**src/rtl/gns_pkg.sv**
```systemverilog
package gns_pkg;

   // Behaviour when a group's full-width sum does not fit the output width.
   typedef enum logic {
      OVF_SATURATE = 1'b0,
      OVF_WRAP     = 1'b1
   } ovf_mode_e;

   function automatic int unsigned addr_bits(input int unsigned n);
      return (n > 1) ? $clog2(n) : 1;
   endfunction

endpackage

```
**src/rtl/gns_sequencer.sv**
```systemverilog
module gns_sequencer #(
   parameter int GROUPS = 8,
   parameter int AW     = 3
) (
   input  logic              clk,
   input  logic              rst,
   input  logic              start,
   output logic [GROUPS:0]   state_oh,
   output logic [GROUPS-1:0] grp_sel,
   output logic [AW-1:0]     grp_addr,
   output logic              done
);

   // bit 0 = idle, bit k+1 = group k active
   logic [GROUPS:0] state_nx;

   always_comb begin
      state_nx    = '0;
      state_nx[0] = (state_oh[0] & ~start) | state_oh[GROUPS];
      state_nx[1] = state_oh[0] & start;
      for (int k = 2; k <= GROUPS; k++) begin
         state_nx[k] = state_oh[k-1];
      end
   end

   always_ff @(posedge clk) begin
      if (rst) begin
         state_oh <= {{GROUPS{1'b0}}, 1'b1};
         done     <= 1'b0;
      end else begin
         state_oh <= state_nx;
         done     <= state_oh[GROUPS];
      end
   end

   assign grp_sel = state_oh[GROUPS:1];

   always_comb begin
      grp_addr = '0;
      for (int k = 0; k < GROUPS; k++) begin
         if (grp_sel[k]) grp_addr = grp_addr | AW'(k);
      end
   end

endmodule

```
**src/rtl/gns_mac_group.sv**
```systemverilog
module gns_mac_group
   import gns_pkg::*;
#(
   parameter int        LANES = 8,
   parameter int        DW    = 8,
   parameter int        BW    = 16,
   parameter int        OW    = 16,
   parameter ovf_mode_e OVF   = OVF_SATURATE
) (
   input  logic [LANES*DW-1:0] x_vec,
   input  logic [LANES*DW-1:0] w_vec,
   input  logic [BW-1:0]       bias,
   output logic [OW-1:0]       y
);

   localparam int LV    = (LANES > 1) ? $clog2(LANES) : 1;
   localparam int PW    = 2 * DW;
   localparam int SW    = PW + LV;
   localparam int TW    = ((SW > BW) ? SW : BW) + 1;
   localparam int NODES = 2 * LANES - 1;

   if (OW > TW) begin : g_bad_ow
      $error("gns_mac_group: OW exceeds the full sum width");
   end

   // Heap-ordered adder tree: node i sums nodes 2i+1 and 2i+2,
   // leaves LANES-1 .. 2*LANES-2 hold the products.
   logic signed [SW-1:0] nd [NODES];

   for (genvar j = 0; j < LANES; j++) begin : g_mul
      assign nd[LANES-1+j] = SW'($signed(x_vec[j*DW +: DW]) * $signed(w_vec[j*DW +: DW]));
   end

   for (genvar i = 0; i < LANES - 1; i++) begin : g_add
      assign nd[i] = nd[2*i+1] + nd[2*i+2];
   end

   logic signed [TW-1:0] total;
   assign total = TW'(nd[0]) + TW'($signed(bias));

   if (OVF == OVF_SATURATE) begin : g_sat
      localparam logic signed [TW-1:0] MAXV = {{(TW-OW+1){1'b0}}, {(OW-1){1'b1}}};
      localparam logic signed [TW-1:0] MINV = {{(TW-OW+1){1'b1}}, {(OW-1){1'b0}}};
      always_comb begin
         if (total > MAXV)      y = MAXV[OW-1:0];
         else if (total < MINV) y = MINV[OW-1:0];
         else                   y = total[OW-1:0];
      end
   end else begin : g_wrap
      assign y = total[OW-1:0];
   end

endmodule

```
**src/rtl/grouped_neuron_seq.sv**
```systemverilog
module grouped_neuron_seq
   import gns_pkg::*;
#(
   parameter int        GROUPS = 8,
   parameter int        LANES  = 8,
   parameter int        DW     = 8,
   parameter int        BW     = 16,
   parameter int        OW     = 16,
   parameter ovf_mode_e OVF    = OVF_SATURATE,
   localparam int       AW     = addr_bits(GROUPS),
   localparam int       GW     = LANES * DW,
   localparam int       NX     = GROUPS * GW
) (
   input  logic                 clk,
   input  logic                 rst,
   input  logic                 start,
   input  logic [NX-1:0]        x_flat,
   input  logic [NX-1:0]        w_flat,
   input  logic [GROUPS*BW-1:0] bias_flat,
   output logic [GROUPS*OW-1:0] y_flat,
   output logic                 done,
   output logic [AW-1:0]        grp_addr
);

   if (GROUPS < 2) begin : g_bad_groups
      $error("grouped_neuron_seq: GROUPS must be at least 2");
   end
   if (LANES < 2) begin : g_bad_lanes
      $error("grouped_neuron_seq: LANES must be at least 2");
   end
   if (DW < 2 || BW < 2 || OW < 2) begin : g_bad_width
      $error("grouped_neuron_seq: widths must be at least 2");
   end

   logic [GROUPS:0]   state_oh;
   logic [GROUPS-1:0] grp_sel;

   gns_sequencer #(
      .GROUPS (GROUPS),
      .AW     (AW)
   ) i_seq (
      .clk      (clk),
      .rst      (rst),
      .start    (start),
      .state_oh (state_oh),
      .grp_sel  (grp_sel),
      .grp_addr (grp_addr),
      .done     (done)
   );

   // AND-OR operand selection driven by the one-hot group select
   logic [GW-1:0] x_grp;
   logic [GW-1:0] w_grp;
   logic [BW-1:0] b_grp;

   always_comb begin
      x_grp = '0;
      w_grp = '0;
      b_grp = '0;
      for (int g = 0; g < GROUPS; g++) begin
         x_grp = x_grp | (x_flat[g*GW +: GW]    & {GW{grp_sel[g]}});
         w_grp = w_grp | (w_flat[g*GW +: GW]    & {GW{grp_sel[g]}});
         b_grp = b_grp | (bias_flat[g*BW +: BW] & {BW{grp_sel[g]}});
      end
   end

   logic [OW-1:0] mac_y;

   gns_mac_group #(
      .LANES (LANES),
      .DW    (DW),
      .BW    (BW),
      .OW    (OW),
      .OVF   (OVF)
   ) i_mac (
      .x_vec (x_grp),
      .w_vec (w_grp),
      .bias  (b_grp),
      .y     (mac_y)
   );

   for (genvar g = 0; g < GROUPS; g++) begin : g_out
      always_ff @(posedge clk) begin
         if (rst)             y_flat[g*OW +: OW] <= '0;
         else if (grp_sel[g]) y_flat[g*OW +: OW] <= mac_y;
      end
   end

endmodule

```
**config.mk**
```make
export PLATFORM = sky130hd
export DESIGN_NAME = grouped_neuron_seq
export DESIGN_NICKNAME = d
export VERILOG_FILES = /design/src/rtl/gns_pkg.sv /design/src/rtl/gns_sequencer.sv /design/src/rtl/gns_mac_group.sv /design/src/rtl/grouped_neuron_seq.sv
export SDC_FILE = /design/constraint.sdc
export NUM_CORES = 2
export LEC_CHECK = 0
export ABC_AREA = 1
export CAP_MARGIN = 20
export CORE_AREA = 2 2 498 500
export DETAILED_ROUTE_END_ITERATION = 6
export DIE_AREA = 0 0 500 502
export SLEW_MARGIN = 40
export SYNTH_ARGS = -nofsm -noshare
export SYNTH_HDL_FRONTEND = slang
export SYNTH_HIERARCHICAL = 1
export SYNTH_SLANG_ARGS = --single-unit
```
**constraint.sdc**
```tcl
create_clock -name clk -period 9.7 [get_ports clk]
set_clock_uncertainty 0.1 [all_clocks]
set_input_delay 0.97 -clock clk [delete_from_list [all_inputs] [get_ports clk]]
set_output_delay 0.97 -clock clk [all_outputs]
set_load 0.01 [all_outputs]
```
After elaboration in Yosys (flattened, before gate mapping) --
Index checks and enable logic that the tools add are counted.
Storage, ports and cells: input port bits 1155, register bits after elaboration 138, word-level logic and storage cells 86
Operators by class: $lt $le $gt $ge 2, muxes and demuxes 9, add/sub/neg operators 8, $mul 8, bitwise gates (word level) 49
Operators with widths (number):
- 64-bit bitwise AND | 16
- 64-bit OR | 14
- 19-bit adder | 7
- 16-bit bitwise AND | 8
- 8-bit by 8-bit multiplier with 16-bit output | 8
- 16-bit OR | 7
- 16-bit 2-to-1 mux | 2
- 19-bit by 16-bit adder with 20-bit output | 1
- 20-bit by 16-bit greater-than comparator with 1-bit output (second input constant) | 1
- 20-bit by 16-bit < comparator with 1-bit output (second input constant) | 1
- 3-bit 2-to-1 mux | 4
- 2-bit 2-to-1 mux | 2
- 1-bit bitwise AND | 2
- 1-bit 2-to-1 mux | 1
- 1-bit NOT | 1
- 1-bit OR | 1

Logic depth before layout (Yosys ltp) --
depth after elaboration 16, gate-level depth with buffers 63

Modules after synthesis --
The synthesis kept the hierarchy.
Modules (own cells, without submodules):
- gns_mac_group | instances 1, area an instance 25019.0 um2, cells each 3151, seq. area each 0.0 um2
- grouped_neuron_seq | instances 1, area an instance 13880.8 um2, cells each 2862, seq. area each 2562.5 um2
- gns_sequencer | instances 1, area an instance 439.2 um2, cells each 56, seq. area each 200.2 um2

Worst setup path before layout --
OpenSTA, ideal clock, no wires.
path kind input port to flip-flop, start input port w_flat[296], end register y_flat[117], data required time 9530 ps, stages 50, setup time 70 ps, path slack -261 ps, arrival time 9790 ps, buffers on the path 3, cells stage by stage nand2_1 > nand2_1 > nor2_1 > nand2_1 > clkbuf_1 > nand2_1 > inv_1 > fa_1 > fa_1 > fa_1 > fa_1 > fa_1 > fa_1 > ha_1 > nand2_1 > nor3_1 > a21oi_1 > o21ai_0 > [... 14 more ...] > inv_1 > ha_1 > nand2_1 > inv_1 > nand3_1 > nor3_2 > nand4_1 > nand3_1 > nand2_1 > nand2_1 > inv_2 > nand2_4 > buf_6 > nand2_1 > nand2_1 > clkbuf_1 > nand2_1 > a21oi_1
Between the ends: longest elaborated chain between the ends 13
Ends and longest elaborated chain:
- from (decl) | line grouped_neuron_seq.sv:18 | input logic [NX-1:0] w_flat,
- 64-bit bitwise AND (*) | line grouped_neuron_seq.sv:62 | w_grp = w_grp | (w_flat[g*GW +: GW] & {GW{grp_sel[g]}});
- 64-bit OR (*) (4 in a row) | line grouped_neuron_seq.sv:62
- net w_grp[40] | line grouped_neuron_seq.sv:53 | logic [GW-1:0] w_grp;
- 8-bit by 8-bit multiplier with 16-bit output (*) | line gns_mac_group.sv:31 | assign nd[LANES-1+j] = SW'($signed(x_vec[j*DW +: DW]) * $signed(w_vec[j*DW +: DW]));
- 19-bit adder (*) (3 in a row) | line gns_mac_group.sv:35 | assign nd[i] = nd[2*i+1] + nd[2*i+2];
- 19-bit by 16-bit adder with 20-bit output (*) | line gns_mac_group.sv:39 | assign total = TW'(nd[0]) + TW'($signed(bias));
- 20-bit by 16-bit < comparator with 1-bit output | line gns_mac_group.sv:46 | else if (total < MINV) y = MINV[OW-1:0];
- 16-bit 2-to-1 mux | line gns_mac_group.sv:46
- 16-bit 2-to-1 mux (*) | line gns_mac_group.sv:45 | if (total > MAXV) y = MAXV[OW-1:0];
- net mac_y[5] | line grouped_neuron_seq.sv:67 | logic [OW-1:0] mac_y;
- to (signal, indexed assignment) | line grouped_neuron_seq.sv:85 | else if (grp_sel[g]) y_flat[g*OW +: OW] <= mac_y;
- to (decl) | line grouped_neuron_seq.sv:20 | output logic [GROUPS*OW-1:0] y_flat,
The timed path passes the listed nets; every way through them passes the cells marked *. A chain may end at the register's enable or synchronous reset.

Final worst setup path --
start register i_seq.state_oh[3], end register y_flat[11]
Between the ends: longest elaborated chain between the ends 15
Ends and longest elaborated chain:
- from (decl) | line gns_sequencer.sv:8 | output logic [GROUPS:0] state_oh,
- from (signal assigned) | line gns_sequencer.sv:28 | state_oh <= {{GROUPS{1'b0}}, 1'b1};
- from (signal assigned) | line gns_sequencer.sv:31 | state_oh <= state_nx;
- 64-bit bitwise AND (*) | line grouped_neuron_seq.sv:62
- 64-bit OR (*) (6 in a row) | line grouped_neuron_seq.sv:62
- net w_grp[27] | line grouped_neuron_seq.sv:53
- 8-bit by 8-bit multiplier with 16-bit output (*) | line gns_mac_group.sv:31
- 19-bit adder (*) (3 in a row) | line gns_mac_group.sv:35
- 19-bit by 16-bit adder with 20-bit output (*) | line gns_mac_group.sv:39
- 20-bit by 16-bit < comparator with 1-bit output | line gns_mac_group.sv:46
- 16-bit 2-to-1 mux | line gns_mac_group.sv:46
- 16-bit 2-to-1 mux (*) | line gns_mac_group.sv:45
- net mac_y[11] | line grouped_neuron_seq.sv:67
Marks and branches as above.

==> flow_summary.toml <==
[routing]
postRouteAntennaNets = 0
drt_pass1_iterations = 5
wl_per_cell_um = 19.4
drtIter0Drc = 2568
avgViaCountPerCell = 3.88
drt_wl_total_mm = 218
vias = 43420
drc = 0

[layout]
mostFrequentLayoutCells = "2416 x nand2_1, 1185 x clkdlybuf4s50_1, 987 x inv_1, 706 x buf_4, 583 x fa_1"
final_nets = 9964
post-route-util_pct = 27.4
drive_gt1_share_pct = 21.9
final_common_cell = "nand2_1"
n_fill_cell = 26818
design_area_um2 = 67100
area_growth_pct = 70.8

[cts]
clock_latency_ps = 430
cts_tree = "done"
clkSinkCount = 138
cts_buffers = 17
clockRootBuffer = "clkbuf_16"
ctsHtreeMaxLevel = 4
cts_buffer_depth = 2
path_clk_slew_ps = 80

[global_routing]
grt_first_pass_wirelength_mm = 301
use_met2_pct = 28.4
grt_max_degree = 104
grt_usage_pct = 16.5
grt_pass1_vias = 44813
busiest_layer = "met2"
antenna_found_initial = 31
gr-usage-met1_pct = 21.4
overflow = 0
use_met3_pct = 2.23

[worst_setup_path]
r2r-end = "y_flat[11]$_SDFFE_PP0P_"
regToRegSetupSlack_ps = -700
r2r_cells = 52
worstPathArrival_ps = 10660
worstSetupEndpointType = "flop"
crit_type = "flop to flop"
cp.required_ps = 9950
cpMostUsedCell = "buf_4"
r2r_start = "i_seq/state_oh[3]$_SDFF_PP0_"
slowest_stage = "fa_2"
critPathLaunchType = "flop"
critPathMaxStageDelay_ps = 560
crit_fanout = 8

[floorplan]
die_height_um = 502
start_util_pct = 16.0
ios = 1287
die-area_um2 = 251000
num_rows = 182
die_w_um = 500
core_um2 = 245000

[placed_design]
place.gp.congestion = 0.922
dpl-instance-area_um2 = 61300
io_buffers = 1286
dp_hpwl_mm = 188

[synthesis]
syn_inst = 6061
yosysWarnings = 6
synth_area_per_cell_um2 = 6.48
syn_nets = 8073
synth_area_um2 = 39300

[sta]
holdWs_ps = 328
max_freq_mhz = 96.1
finalHoldViolCount = 0
setup_viol = 128
drv_slew = 0
tightest_slew_ps = 894
fin_crit_sh_pct = 107
finalCriticalPeriod_ps = 10400
timing.final.ws_setup_ps = -703
relSlewSlack_pct = 40.4
rsz0062_at_grt = "yes"

[worst_hold_path]
min_from = "i_seq/state_oh[0]$_SDFF_PP1_"
hold_class = "flop to flop"
hold_depth = 2
min_delay_worst_endpoint = "i_seq/state_oh[1]$_SDFF_PP0_"

[outcome]
status = "finished with violations"
violations = "negative setup slack"

[flow_run]
drv_cap = 0
## stage by stage
stage	worst slack [ps]	instances	TNS [ps]
after CTS	-700	11149	-82720
after global routing	-1120	11193	-133100
after detailed placement	-2120	11033	-260350
after global placement	-2060	11033	-252910
final	-703	11199	-79780
after floorplan	10.8	6061	0
## critical path, delay by kind of cell, from the launching register on
family | cells | cell delay (ps)
flip-flops | 1 | 360
adder cells (fa/ha/maj) | 11 | 4840
AND/OR/NAND/NOR | 15 | 1450
XOR/XNOR | 2 | 290
AO/OA/AOI/OAI | 6 | 910
buffers and inverters | 18 | 2260
## flip-flops by register name, indices dropped and copies added, names as in the netlist
| name | count |
|---|---|
| i_seq/state_oh | 9 |
| y_flat | 128 |
| i_seq/done | 1 |
## per-layer routing
layer | part of all wire (%) | vias up
met2 | 48 | 1578
met3 | 6.0 | 213
li1 | - | 21339
met5 | 0.032 | -
met4 | 3.2 | 12
met1 | 43 | 20278
## what timing repair did
| item | 4_1_cts | 5_1_grt |
|---|---|---|
| pin swaps | 415 | 242 |
| resized for setup | 801 | 382 |
| hold buffers | 0 | 0 |
| setup buffers | 91 | 46 |
| setup endpoints to repair | 128 | 128 |
| cloned | 5 | 4 |
## cell type report
type	instances	area (um^2)	share of cell area, %
multi-input combinational	4566	34200	51.0
timing repair buffer	2183	21400	32.0
tap	3220	4030	6.01
inverter	1046	3970	5.91
sequential	138	2790	4.16
clock buffer	20	447	0.666
clock inverter	12	124	0.185
antenna	14	35.0	0.0522
## worst max path at each step
stage	start	to	slack, ps	cells past startpoint
after global routing	i_seq/state_oh[6]$_SDFF_PP0_	y_flat[11]$_SDFFE_PP0P_	-1120	55
after global placement	w_flat[83]	y_flat[76]$_SDFFE_PP0P_	-2060	51
after floorplan	x_flat[277]	y_flat[57]$_SDFFE_PP0P_	10	54
after CTS	i_seq/state_oh[3]$_SDFF_PP0_	y_flat[13]$_SDFFE_PP0P_	-700	53
final	i_seq/state_oh[3]$_SDFF_PP0_	y_flat[11]$_SDFFE_PP0P_	-700	52
after detailed placement	w_flat[83]	y_flat[124]$_SDFFE_PP0P_	-2120	50
Power is not shown: default switching activity piles up to over one toggle a cycle in this logic, so the estimate is an artifact.
